### src/rtl/dma_irq_pkg.sv
package dma_irq_pkg;
  localparam int unsigned CAUSE_W = 4;

  localparam int unsigned CI_REQ_TMO   = 0;
  localparam int unsigned CI_BURST_TMO = 1;
  localparam int unsigned CI_BUF_OVF   = 2;
  localparam int unsigned CI_XFER_ERR  = 3;

  typedef logic [CAUSE_W-1:0] cause_t;

  // packed msb-first: req_tmo lands on bit 0
  typedef struct packed {
    logic xfer_err;
    logic buf_ovf;
    logic burst_tmo;
    logic req_tmo;
  } err_evt_t;
endpackage

### src/rtl/dma_irq_cnt_det.sv
module dma_irq_cnt_det #(
  parameter int unsigned CNT_W = 16
) (
  input  logic             clk_i,
  input  logic             rst_ni,
  input  logic [CNT_W-1:0] cnt_i,
  input  logic [CNT_W-1:0] tgt_i,
  input  logic             suppress_i,
  output logic             hit_o
);
  logic match, match_q;

  assign match = (cnt_i == tgt_i);

  // reset high: a match present at reset release is not a first match
  always_ff @(posedge clk_i or negedge rst_ni) begin
    if (!rst_ni) match_q <= 1'b1;
    else         match_q <= match;
  end

  assign hit_o = match & ~match_q & ~suppress_i;

  AST_HIT_ONCE: assert property (@(posedge clk_i) disable iff (!rst_ni)
    hit_o |=> !hit_o);
endmodule

### src/rtl/dma_irq_err_qual.sv
module dma_irq_err_qual
  import dma_irq_pkg::*;
(
  input  err_evt_t evt_i,
  input  logic     burst_act_i,
  output cause_t   set_o
);
  cause_t raw;
  assign raw = cause_t'(evt_i);

  for (genvar k = 0; k < CAUSE_W; k++) begin : g_qual
    if (k == CI_REQ_TMO) begin : g_free
      assign set_o[k] = raw[k];
    end else begin : g_burst
      assign set_o[k] = raw[k] & burst_act_i;
    end
  end
endmodule

### src/rtl/dma_irq_flags.sv
module dma_irq_flags #(
  parameter int unsigned W = 1
) (
  input  logic         clk_i,
  input  logic         rst_ni,
  input  logic [W-1:0] set_i,
  input  logic [W-1:0] clr_i,
  output logic [W-1:0] q_o
);
  for (genvar i = 0; i < W; i++) begin : g_bit
    always_ff @(posedge clk_i or negedge rst_ni) begin
      if (!rst_ni)       q_o[i] <= 1'b0;
      else if (set_i[i]) q_o[i] <= 1'b1;   // set beats clear
      else if (clr_i[i]) q_o[i] <= 1'b0;
    end

    AST_SET_WINS: assert property (@(posedge clk_i) disable iff (!rst_ni)
      set_i[i] |=> q_o[i]);
    AST_W1C: assert property (@(posedge clk_i) disable iff (!rst_ni)
      (q_o[i] && clr_i[i] && !set_i[i]) |=> !q_o[i]);
    AST_STICKY: assert property (@(posedge clk_i) disable iff (!rst_ni)
      (q_o[i] && !clr_i[i]) |=> q_o[i]);
    AST_NO_SPONT: assert property (@(posedge clk_i) disable iff (!rst_ni)
      (!q_o[i] && !set_i[i]) |=> !q_o[i]);
  end
endmodule

### src/rtl/dma_irq_gen.sv
module dma_irq_gen
  import dma_irq_pkg::*;
#(
  parameter int unsigned CNT_W = 16
) (
  input  logic             clk_i,
  input  logic             rst_ni,
  input  logic [CNT_W-1:0] xfer_cnt_i,
  input  logic [CNT_W-1:0] tgt_cnt_i,
  input  logic             eob_fifo_mode_i,
  input  logic             req_tmo_i,
  input  logic             burst_tmo_i,
  input  logic             buf_ovf_i,
  input  logic             xfer_err_i,
  input  logic             burst_act_i,
  input  logic             clr_done_i,
  input  logic [3:0]       clr_err_i,
  input  logic             irq_en_done_i,
  input  logic [3:0]       irq_en_err_i,
  output logic             done_flag_o,
  output logic [3:0]       err_cause_o,
  output logic             err_flag_o,
  output logic             irq_o
);
  logic     hit;
  err_evt_t evt;
  cause_t   err_set;

  dma_irq_cnt_det #(.CNT_W(CNT_W)) u_cnt_det (
    .clk_i      (clk_i),
    .rst_ni     (rst_ni),
    .cnt_i      (xfer_cnt_i),
    .tgt_i      (tgt_cnt_i),
    .suppress_i (eob_fifo_mode_i),
    .hit_o      (hit)
  );

  assign evt = '{xfer_err: xfer_err_i, buf_ovf: buf_ovf_i,
                 burst_tmo: burst_tmo_i, req_tmo: req_tmo_i};

  dma_irq_err_qual u_err_qual (
    .evt_i       (evt),
    .burst_act_i (burst_act_i),
    .set_o       (err_set)
  );

  dma_irq_flags #(.W(1)) u_done_flag (
    .clk_i  (clk_i),
    .rst_ni (rst_ni),
    .set_i  (hit),
    .clr_i  (clr_done_i),
    .q_o    (done_flag_o)
  );

  dma_irq_flags #(.W(CAUSE_W)) u_err_flags (
    .clk_i  (clk_i),
    .rst_ni (rst_ni),
    .set_i  (err_set),
    .clr_i  (clr_err_i),
    .q_o    (err_cause_o)
  );

  assign err_flag_o = |err_cause_o;
  assign irq_o      = (done_flag_o & irq_en_done_i) | (|(err_cause_o & irq_en_err_i));

  AST_DONE_SRC: assert property (@(posedge clk_i) disable iff (!rst_ni)
    $rose(done_flag_o) |-> $past(xfer_cnt_i == tgt_cnt_i && !eob_fifo_mode_i));
  AST_EOB_QUIET: assert property (@(posedge clk_i) disable iff (!rst_ni)
    (eob_fifo_mode_i && !done_flag_o) |=> !done_flag_o);
  AST_HOLD_NO_RETRIG: assert property (@(posedge clk_i) disable iff (!rst_ni)
    ($past(xfer_cnt_i == tgt_cnt_i) && xfer_cnt_i == tgt_cnt_i && !done_flag_o)
      |=> !done_flag_o);
  AST_REQ_TMO: assert property (@(posedge clk_i) disable iff (!rst_ni)
    req_tmo_i |=> err_cause_o[CI_REQ_TMO]);
  for (genvar k = 1; k < CAUSE_W; k++) begin : g_burst_chk
    AST_BURST_QUAL: assert property (@(posedge clk_i) disable iff (!rst_ni)
      $rose(err_cause_o[k]) |-> $past(burst_act_i));
  end
  AST_IRQ_MASKED: assert property (@(posedge clk_i) disable iff (!rst_ni)
    (!irq_en_done_i && irq_en_err_i == 4'd0) |-> !irq_o);
endmodule

### config.mk
export PLATFORM = sky130hd
export DESIGN_NAME = dma_irq_gen
export DESIGN_NICKNAME = d
export VERILOG_FILES = /design/src/rtl/dma_irq_pkg.sv /design/src/rtl/dma_irq_cnt_det.sv /design/src/rtl/dma_irq_err_qual.sv /design/src/rtl/dma_irq_flags.sv /design/src/rtl/dma_irq_gen.sv
export SDC_FILE = /design/constraint.sdc
export NUM_CORES = 1
export LEC_CHECK = 0
export BUFFER_PORTS_ARGS = -buffer_cell sky130_fd_sc_hd__buf_2
export CAP_MARGIN = 25
export CORE_UTILIZATION = 31
export DETAILED_ROUTE_END_ITERATION = 10
export GPL_ROUTABILITY_DRIVEN = 0
export GPL_TIMING_DRIVEN = 0
export PLACE_DENSITY = 0.77
export SYNTH_ARGS = -nofsm -noshare
export SYNTH_HDL_FRONTEND = slang
export SYNTH_SLANG_ARGS = --single-unit
### constraint.sdc
create_clock -name clk_i -period 2.92 [get_ports clk_i]
set_clock_uncertainty 0.2 [all_clocks]
set_input_delay 0.146 -clock clk_i [delete_from_list [all_inputs] [get_ports clk_i]]
set_output_delay 0.146 -clock clk_i [all_outputs]
set_load 0.01 [all_outputs]
; ---- Yosys cells after proc, flatten, opt, wreduce, memory -nomap -nowiden
; Cells that the tools add are included.
; W data, S select, Z words.
[totals]
ff_bits = 6
latchBits = 0
mem_bits_rw = 0
romBits = 0
in_bits = 50
memories = 0
[op_classes]
addsub = 0
mul = 0
div = 0
n_lt_le_gt_ge = 0
eq_ne = 1
shifts = 0
mux = 10
bitwise = 10
n_reduce_logical = 7
[op_table]
columns = op, count
row1 = $eq A16 B16 Y1, 1
row2 = $mux W1, 10
row3 = $reduce_bool A2 Y1, 5
row4 = $reduce_or A4 Y1, 2
row5 = $and A1 B1 Y1, 6
row6 = $and A4 B4 Y4, 1
row7 = $not A1 Y1, 2
row8 = $or A1 B1 Y1, 1

; ---- Logic depth before layout (Yosys ltp)
; Gate-level depths: netlist of run 1.
[depth]
ltp_word = 4
depth_mapped = 4
depth_no_buf = 4

; ---- By module
; Synthesis of run 1 repeated with hierarchy kept, for this count alone.
[hier_totals]
cells_unflattened = 46
hier_area_um2 = 452.9
[modules_own_cells]
columns = mod, instances, cells_per_inst, area_each_um2
row1 = dma_irq_cnt_det, 1, 23, 216.5
row2 = dma_irq_flags (u_err_flags), 1, 12, 145.1
row3 = dma_irq_flags (u_done_flag), 1, 3, 36.3
row4 = dma_irq_gen, 1, 4, 28.8
row5 = dma_irq_err_qual, 1, 4, 26.3

; ---- Worst setup path before layout of run 1
; No wires, ideal clock.
[synth_path]
path_type = register to output
from = register u_err_flags.q_o[0]
to = output err_flag_o
t_arrival_ps = 993
slack_ps = 1581
path_stages_with_launch = 2
path_buffers = 0
cell_sequence = dfrtp_1 -> or4_1
[synth_via]
elab_chain_len = 1
[synth_rtl]
columns = item, line
row1 = start: declaration, dma_irq_flags.sv:8  ; output logic [W-1:0] q_o
row2 = start signal: indexed assignment, dma_irq_flags.sv:12  ; if (!rst_ni) q_o[i] <= 1'b0;
row3 = start signal: indexed assignment, dma_irq_flags.sv:13  ; else if (set_i[i]) q_o[i] <= 1'b1;
row4 = start signal: indexed assignment, dma_irq_flags.sv:14  ; else if (clr_i[i]) q_o[i] <= 1'b0;
row5 = $reduce_or A4 Y1, dma_irq_gen.sv:63  ; assign err_flag_o = |err_cause_o;
row6 = end: declaration, dma_irq_gen.sv:22  ; output logic err_flag_o,
; No other way between the ends.

; ---- Worst setup path in the final report of run 1
[layout_path]
from = input xfer_cnt_i[6]
to = register u_done_flag.q_o
[layout_via]
elab_chain_len = 4
elab_cells_between_ends = 5
[layout_rtl]
columns = item, line
row1 = start: declaration, dma_irq_gen.sv:8  ; input logic [CNT_W-1:0] xfer_cnt_i,
row2 = $eq A16 B16 Y1 *, dma_irq_cnt_det.sv:13  ; assign match = (cnt_i == tgt_i);
row3 = named net u_cnt_det.match, dma_irq_cnt_det.sv:11  ; logic match, match_q;
row4 = $and A1 B1 Y1 * (2 in a row), dma_irq_cnt_det.sv:21  ; assign hit_o = match & ~match_q & ~suppress_i;
row5 = $mux W1 or $reduce_bool A2 Y1 (tied branches), n/a
row6 = end signal: indexed assignment, dma_irq_flags.sv:12
row7 = end signal: indexed assignment, dma_irq_flags.sv:13
row8 = end signal: indexed assignment, dma_irq_flags.sv:14
row9 = end: declaration, dma_irq_flags.sv:8
; The timed path passes the listed nets; every way through them passes the cells marked *.
; A chain may end at the register's enable or synchronous reset.

==> results, run 1 <==
- In the global route stage, overall resource usage came out at 22.40%.
- Overall power consumption after layout is estimated at 284.5 uW.
- The netlist uses 14 different library cells.
- STA puts the critical path data required time at 2.90 ns.
- Post-CTS repair changed the size of 0 cells.
- The routed length per placed instance is 10.84 um.
- The post-place setup slack is 1.531 ns.
- The violation count after the first detailed-route iteration is 7.
- The worst-case clock buffer depth is 2.
- Once the floorplan was initialized, standard cells occupied 35.65% of the core.
- In this run, synthesis produced a sequential element count of 6.
- The final setup TNS is 0 ns.
- In this run the tightest slew margin relative to its limit is 81.59%.
- Synthesis produced a netlist with a net count of 95.
- Buffers inserted during clock tree synthesis total 3.
- The count of cells along the worst hold path is 4.
- Once routing completed, OpenROAD measured the worst setup slack at 0.2088 ns.
- The wire-length estimate of the detail-placed layout is 947 um.
- The synthesized area is 422.9 sq um.
- For this run, the number of Yosys warnings is 0.
- The height of the die is 38.94 um.
- The count of endpoints failing setup in the final report is 0.
- After synthesis, the share of flip-flops with an asynchronous set or reset is 100.0%.
- Entering global routing, the biggest net connects 7 pins.
- The biggest area contributor in the post-synthesis netlist is sky130_fd_sc_hd__xnor2_1.
- The die covers 0.001516 sq mm.
- For this run, the share of the core covered by cells in the final layout is 80.70%.
- The worst hold endpoint is u_cnt_det.match_q$_DFF_PN1_.
- The number of antenna violations at the first check in global routing is 0.
- Measured along the x axis, the die boundary spans 38.94 um.
- The final routed wirelength across all metal layers is 1518 um.
- For this run, the number of standard cells in the final layout without fillers is 140.
- The startpoint kind of the worst setup timing path is a primary input.
- The worst register-to-register path has a setup slack of 1.44 ns.
- The category of the most critical setup path is primary input to register.
- The via count is 651.
- The actual transition at the worst max-transition pin is 0.2739 ns.
- The startpoint of the lowest-slack register-to-register path is u_err_flags.q_o[3]$_DFFE_PN0P_.
- The final count of pins violating max slew is 0.
- For the finished layout, the period the worst path requires is 2.711 ns.
- At the end of the flow, the number of nets in the layout was 177.
- The first-pass GRT wire length is 2104 um.
- The area of the core region is 0.001186 sq mm.
- TritonCTS built the clock tree.
- The count of buffers added on input and output ports is 56.
- The highest net fanout along the worst path is 2.
- The number of inserted diodes is 0.
- Summed over its instances, the top area cell type makes up 33.14% of the synthesized netlist area.
- The library cell used as clock root buffer is sky130_fd_sc_hd__clkbuf_4.
- The most used flip-flop cell after synthesis is sky130_fd_sc_hd__dfrtp_1.
- The share of cells above drive strength 1 is 48.41%.
- After clock tree synthesis, the clock-pin slew on the worst setup and hold paths is 0.04 ns.
- The most numerous cell in the Yosys netlist is sky130_fd_sc_hd__xnor2_1.
- Summed over all layers, the global routing overflow is 0.
- The worst setup path is captured at a register.
- The later pin in the worst-skew pair is clocked with a latency of 0.25 ns.
- After synthesis, the most frequently instantiated cells are sky130_fd_sc_hd__xnor2_1, sky130_fd_sc_hd__dfrtp_1, sky130_fd_sc_hd__inv_1.
- A synthesized cell averages 9.398 sq um.
- The number of detailed-route iterations in the first pass is 4.
- For this design the static power due to leakage is 0.4765 nW.
- In the post-synthesis netlist, the biggest area contributors are sky130_fd_sc_hd__xnor2_1, sky130_fd_sc_hd__dfrtp_1, sky130_fd_sc_hd__dfstp_2, sky130_fd_sc_hd__nand4_1, sky130_fd_sc_hd__inv_1.
- The final critical path takes up 92.85% of the cycle.
- After clock tree synthesis, the flow added hold-fix buffers numbering 21.
- The number of global-route vias before repair was 594.
- The achievable clock frequency is 0.3688 GHz.
- Counting every sink on the clock net gives 6.
- The run finished with clean final reports.
- The number of cells on the worst reg-to-reg path is 3.
- At the worst endpoint, the arrival time is 2.69 ns.
- The number of top-level design ports is 57.
- The number of maximum-capacitance constraint violations is 0.
- The number of enable-type register cells in the synthesized netlist is 0.
- The maximum level of the CTS H-tree is 1.
- The final hold violation count is 0.
- The cell count after synthesis came out at 45.
- The row count is 12.
- IR analysis of the VDD net gives a maximum drop of 151.1 uV.
- In this run the critical register-to-register path is captured at u_err_flags.q_o[3]$_DFFE_PN0P_.
- The cell count after placement is 115.
- Setup repair after global routing left no endpoint under its margin.
- The worst hold path begins at xfer_cnt_i[7].
- After detailed routing, the number of remaining DRC violations is 0.
- In this run the power density over the cells is 297.3 mW/mm^2.
- Dividing the detail-routed via count by the number of cells gives 4.650.
- In this run the remaining antenna-violating nets after routing total 0.
- The tightest min-delay check is of the primary input to register type.
- The share of the Yosys chip area taken by registers is 35.80%.
- In this run the post-CTS setup repair buffer count came out at 0.
- From synthesis to final layout, the design area changed by 126.3%.
## cell type report
cell class | instances | area [sq um]
clock buffer | 4 | 26.28
inverter | 5 | 18.77
multi-input combinational | 34 | 252.7
timing repair buffer | 77 | 490.5
tap | 14 | 17.52
fill | 91 | 229.0
sequential | 6 | 151.4
## report_power, final
group	switching [mW]	total, mW	internal (mW)
sequential	0.00465	0.0929	0.0882
combinational	0.0374	0.109	0.0719
clock	0.0306	0.0824	0.0518
total	0.0726	0.285	0.212
## metrics by stage
stage                     instance area (sq um)  hold WS, ns
after floorplan                           422.9      -0.3496
after global placement                    720.7      -0.2239
after detailed placement                  720.7      -0.2305
after CTS                                 957.2     0.006131
after global routing                      957.2      0.01549
final                                     957.2      0.01734
## layout by cell type (no fill, tap or decap)
master	Yosys	layout
sky130_fd_sc_hd__a222oi_1	1	1
sky130_fd_sc_hd__nor4_2	1	1
sky130_fd_sc_hd__a22o_1	1	1
sky130_fd_sc_hd__clkbuf_4	0	3
sky130_fd_sc_hd__o21ai_0	3	3
sky130_fd_sc_hd__nand4_1	4	4
sky130_fd_sc_hd__buf_2	0	56
sky130_fd_sc_hd__dfrtp_1	5	5
sky130_fd_sc_hd__clkbuf_1	0	1
sky130_fd_sc_hd__dlygate4sd3_1	0	21
sky130_fd_sc_hd__or4_1	1	1
sky130_fd_sc_hd__nor2_1	1	1
sky130_fd_sc_hd__nand2_1	4	4
sky130_fd_sc_hd__a21o_1	1	1
sky130_fd_sc_hd__dfstp_2	1	1
sky130_fd_sc_hd__xnor2_1	16	16
sky130_fd_sc_hd__inv_1	5	5
sky130_fd_sc_hd__a22oi_1	1	1
## routing by layer
layer / track usage [%] / routed length, um
met3: 5.202 / 171
met5: 0 / 0
met1: 12.94 / 436
met4: 18.97 / 72
met2: 49.58 / 837
## kinds of logic (layout without fill, tap and decap cells)
group	Yosys count	in the layout	share of synthesized area [%]
flip-flops	6	6	35.80
AND/OR/NAND/NOR	11	11	15.09
XOR/XNOR	16	16	33.14
buffers and inverters	5	86	4.438
AO/OA/AOI/OAI	7	7	11.54
## critical path, stage by stage
cell and delay (ns):
sky130_fd_sc_hd__dlygate4sd3_1 0.55, sky130_fd_sc_hd__buf_2 0.13, sky130_fd_sc_hd__xnor2_1 0.14, sky130_fd_sc_hd__dlygate4sd3_1 0.58, sky130_fd_sc_hd__nand4_1 0.07, sky130_fd_sc_hd__dlygate4sd3_1 0.57, sky130_fd_sc_hd__nor4_2 0.33, sky130_fd_sc_hd__a22o_1 0.17
## state kept, by name, summed over array words and instances, names as in the netlist
name / count
u_err_flags.q_o: 4
u_done_flag.q_o: 1
u_cnt_det.match_q: 1
## worst max path at each step
stage	from	to	slack (ns)
floorplan	u_err_flags.q_o[0]$_DFFE_PN0P_	err_flag_o	1.58
global placement	u_err_flags.q_o[0]$_DFFE_PN0P_	err_flag_o	1.54
detailed placement	u_err_flags.q_o[0]$_DFFE_PN0P_	err_flag_o	1.53
CTS	xfer_cnt_i[6]	u_done_flag.q_o$_DFFE_PN0P_	0.31
global route	xfer_cnt_i[6]	u_done_flag.q_o$_DFFE_PN0P_	0.12
finish	xfer_cnt_i[6]	u_done_flag.q_o$_DFFE_PN0P_	0.21
No activity file was read; power rests on OpenSTA's default activity.
==> inputs of run 2 (changes only) <==
--- a/config.mk
+++ b/config.mk
@@ -12,6 +12,7 @@
 export GPL_ROUTABILITY_DRIVEN = 0
 export GPL_TIMING_DRIVEN = 0
 export PLACE_DENSITY = 0.77
+export SETUP_SLACK_MARGIN = 0.5
 export SYNTH_ARGS = -nofsm -noshare
 export SYNTH_HDL_FRONTEND = slang
 export SYNTH_SLANG_ARGS = --single-unit
==> results, run 2 (synthesis gave the netlist of run 1 again) <==
- The height of the die is 38.94 um (unchanged).
- The pin count of the biggest net entering global routing is 7 (unchanged).
- TritonCTS built the clock tree.
- The number of vias per cell after detailed routing is 4.723 (+1.6%).
- The highest net fanout along the worst path came to 2 (unchanged).
- The final period utilization is 74.34% (-19 points).
- The achievable clock frequency is 0.4607 GHz (+25%).
- The flip-flop count of the largest register, all copies and words added was 4 (unchanged).
- The type of the most critical hold path is primary input to register.
- The first-pass GRT wire length is 2884 um (+37%).
- The maximum level of the CTS H-tree is 1 (unchanged).
- The area of the die is 0.001516 sq mm (unchanged).
- The post-route total power is 304.0 uW (+6.8%).
- The leakage component of the power came to 0.5172 nW (+8.6%).
- The final hold violation count was 0 (unchanged).
- From synthesis to final layout, the design area changed by 145.3%.
- The worst-case clock buffer depth was 2 (unchanged).
- Setup repair after global routing left no endpoint under its margin.
- The number of nets in the final layout came to 185 (+4.5%).
- The actual transition at the worst max-transition pin is 0.2695 ns (-0.004376 ns).
- STA classifies the critical path endpoint as a register.
- The run finished with clean final reports.
- u_err_flags.q_o holds more flip-flops than any other register.
- The routed length per placed instance is 13.37 um (+23%).
- The post-place setup slack came to 1.531 ns (unchanged).
- The post-route cell area came to 0.001037 sq mm (+8.4%).
- The setup path with the least slack is of type primary input to register.
- The port buffer count was 56 (unchanged).
- The placement-stage cell area is 720.7 sq um (unchanged).
- The final setup TNS is 0 ns (unchanged).
- The count of fill cells added during filler insertion is 69 (-24%).
- The worst slack on hold paths is 0.01293 ns (-0.004412 ns).
- The via count is 699 (+7.4%).
- The clock-pin transition on the worst setup and hold timing paths was 0.05 ns (about the same).
- The overall overflow remaining after global route is 0 (unchanged).
- The post-detailed-route count of antenna-violating nets is 0 (unchanged).
- The later-pin clock latency in the skew report came to 0.24 ns (about the same).
- The clock period minus final worst setup slack is 2.171 ns (-0.5404 ns).
- The area of the core region is 0.001186 sq mm (unchanged).
- The row count is 12 (unchanged).
- The number of antenna violations at the first check in global routing came to 0 (unchanged).
- The final count of pins violating max slew is 0 (unchanged).
- The worst path arrival time is 2.15 ns (-0.54 ns).
- The share of cells above drive strength 1 is 45.52% (-2.9 points).
- The slack of the critical path is 0.7492 ns (+0.5404 ns).
- The startpoint kind of the worst setup timing path is a primary input.
- The number of buffers added by the clock tree synthesis step was 3 (unchanged).
- The number of detailed-route iterations in the first pass came to 4 (unchanged).
- The maximum VDD drop came to 154.0 uV (+2.0%).
- The number of inserted diodes was 0 (unchanged).
- The critical path data required time is 2.90 ns (about the same).
- The post-detailed-route DRC marker count is 0 (unchanged).
- The number of cells upsized or downsized after cts was 0 (unchanged).
- The commonest non-fill, non-tap cell in the layout is sky130_fd_sc_hd__buf_2.
- The count of endpoints failing setup in the final report is 0 (unchanged).
- The clock sink total was 6 (unchanged).
- The tightest slew margin relative to the limit is 81.84% (+0.25 points).
- The die boundary width is 38.94 um (unchanged).
- The number of top-level design ports was 57 (unchanged).
- The number of global-route vias before repair came to 700 (+18%).
- The final routed wirelength across all metal layers came to 1979 um (+30%).
- The violation count after the first detailed-route iteration came to 8 (+1).
- In the layout the commonest cells are sky130_fd_sc_hd__buf_2, sky130_fd_sc_hd__dlygate4sd3_1, sky130_fd_sc_hd__xnor2_1.
- The overall routing resource usage came to 30.38% (+8.0 points).
- The areal power density over the cells is 293.1 mW/mm^2 (-1.4%).
- The HPWL reported at the end of detailed placement was 947 um (unchanged).
- In the final layout, the registers with the most flip-flops are u_err_flags.q_o: 4 flops, u_cnt_det.match_q: 1 flops, u_done_flag.q_o: 1 flops.
- The library cell used as clock root buffer is sky130_fd_sc_hd__clkbuf_4.
- The number of maximum-capacitance constraint violations is 0 (unchanged).
- The effective utilization at floorplan came to 35.65% (unchanged).
[run 2: critical path, stage by stage]
cell	delay (ns)
sky130_fd_sc_hd__dlygate4sd3_1	0.53
sky130_fd_sc_hd__buf_2	0.12
sky130_fd_sc_hd__xnor2_1	0.14
sky130_fd_sc_hd__dlygate4sd3_1	0.59
sky130_fd_sc_hd__nand4_1	0.12
sky130_fd_sc_hd__nor4_2	0.34
sky130_fd_sc_hd__a22o_1	0.17
[run 2: stage by stage]
step | instances | utilization, %
after floorplan | 45 | -
after global placement | 115 | 60.76
after detailed placement | 115 | 60.76
after CTS | 148 | 87.45
after global routing | 148 | 87.45
final | 148 | 87.45
[run 2: metal layers]
metal / part of all wire [%] / vias up / global-route usage [%]
li1: - / 333 / -
met1: 31 / 304 / 22.65
met2: 54 / 50 / 61.25
met3: 8.9 / 12 / 8.671
met4: 5.7 / 0 / 23.28
met5: 0 / - / 0
[run 2: final timing paths]
| path | from | endpoint | slack, ns | cells past startpoint |
|---|---|---|---|---|
| worst max-delay path | xfer_cnt_i[6] | u_done_flag.q_o$_DFFE_PN0P_ | 0.75 | 7 |
| worst min-delay path | tgt_cnt_i[1] | u_cnt_det.match_q$_DFF_PN1_ | 0.01 | 4 |
| worst max register to register | u_err_flags.q_o[2]$_DFFE_PN0P_ | u_err_flags.q_o[2]$_DFFE_PN0P_ | 1.35 | 3 |
| worst min register to register | u_done_flag.q_o$_DFFE_PN0P_ | u_done_flag.q_o$_DFFE_PN0P_ | 0.35 | 1 |
| max in group asynchronous | rst_ni | u_cnt_det.match_q$_DFF_PN1_ | 2.26 | 2 |
| min in group asynchronous | rst_ni | u_done_flag.q_o$_DFFE_PN0P_ | 0.04 | 2 |
[run 2: final cells by class]
| type | instances | area (sq um) | area share [%] |
|---|---|---|---|
| sequential | 6 | 151.4 | 14.60 |
| tap | 14 | 17.52 | 1.689 |
| inverter | 5 | 18.77 | 1.809 |
| timing repair buffer | 85 | 570.5 | 55.01 |
| multi-input combinational | 34 | 252.7 | 24.37 |
| clock buffer | 4 | 26.28 | 2.533 |
[run 2: power by group]
group	internal [mW]	switching, mW
combinational	0.0833	0.0445
clock	0.0519	0.0314
sequential	0.0882	0.00474
[run 2: timing repair]
item | CTS | global route
buffers inserted | 0 | 0
setup endpoints to repair | 0 | 0
hold buffers | 29 | 0
endpoints found under the hold margin | 12 | 0
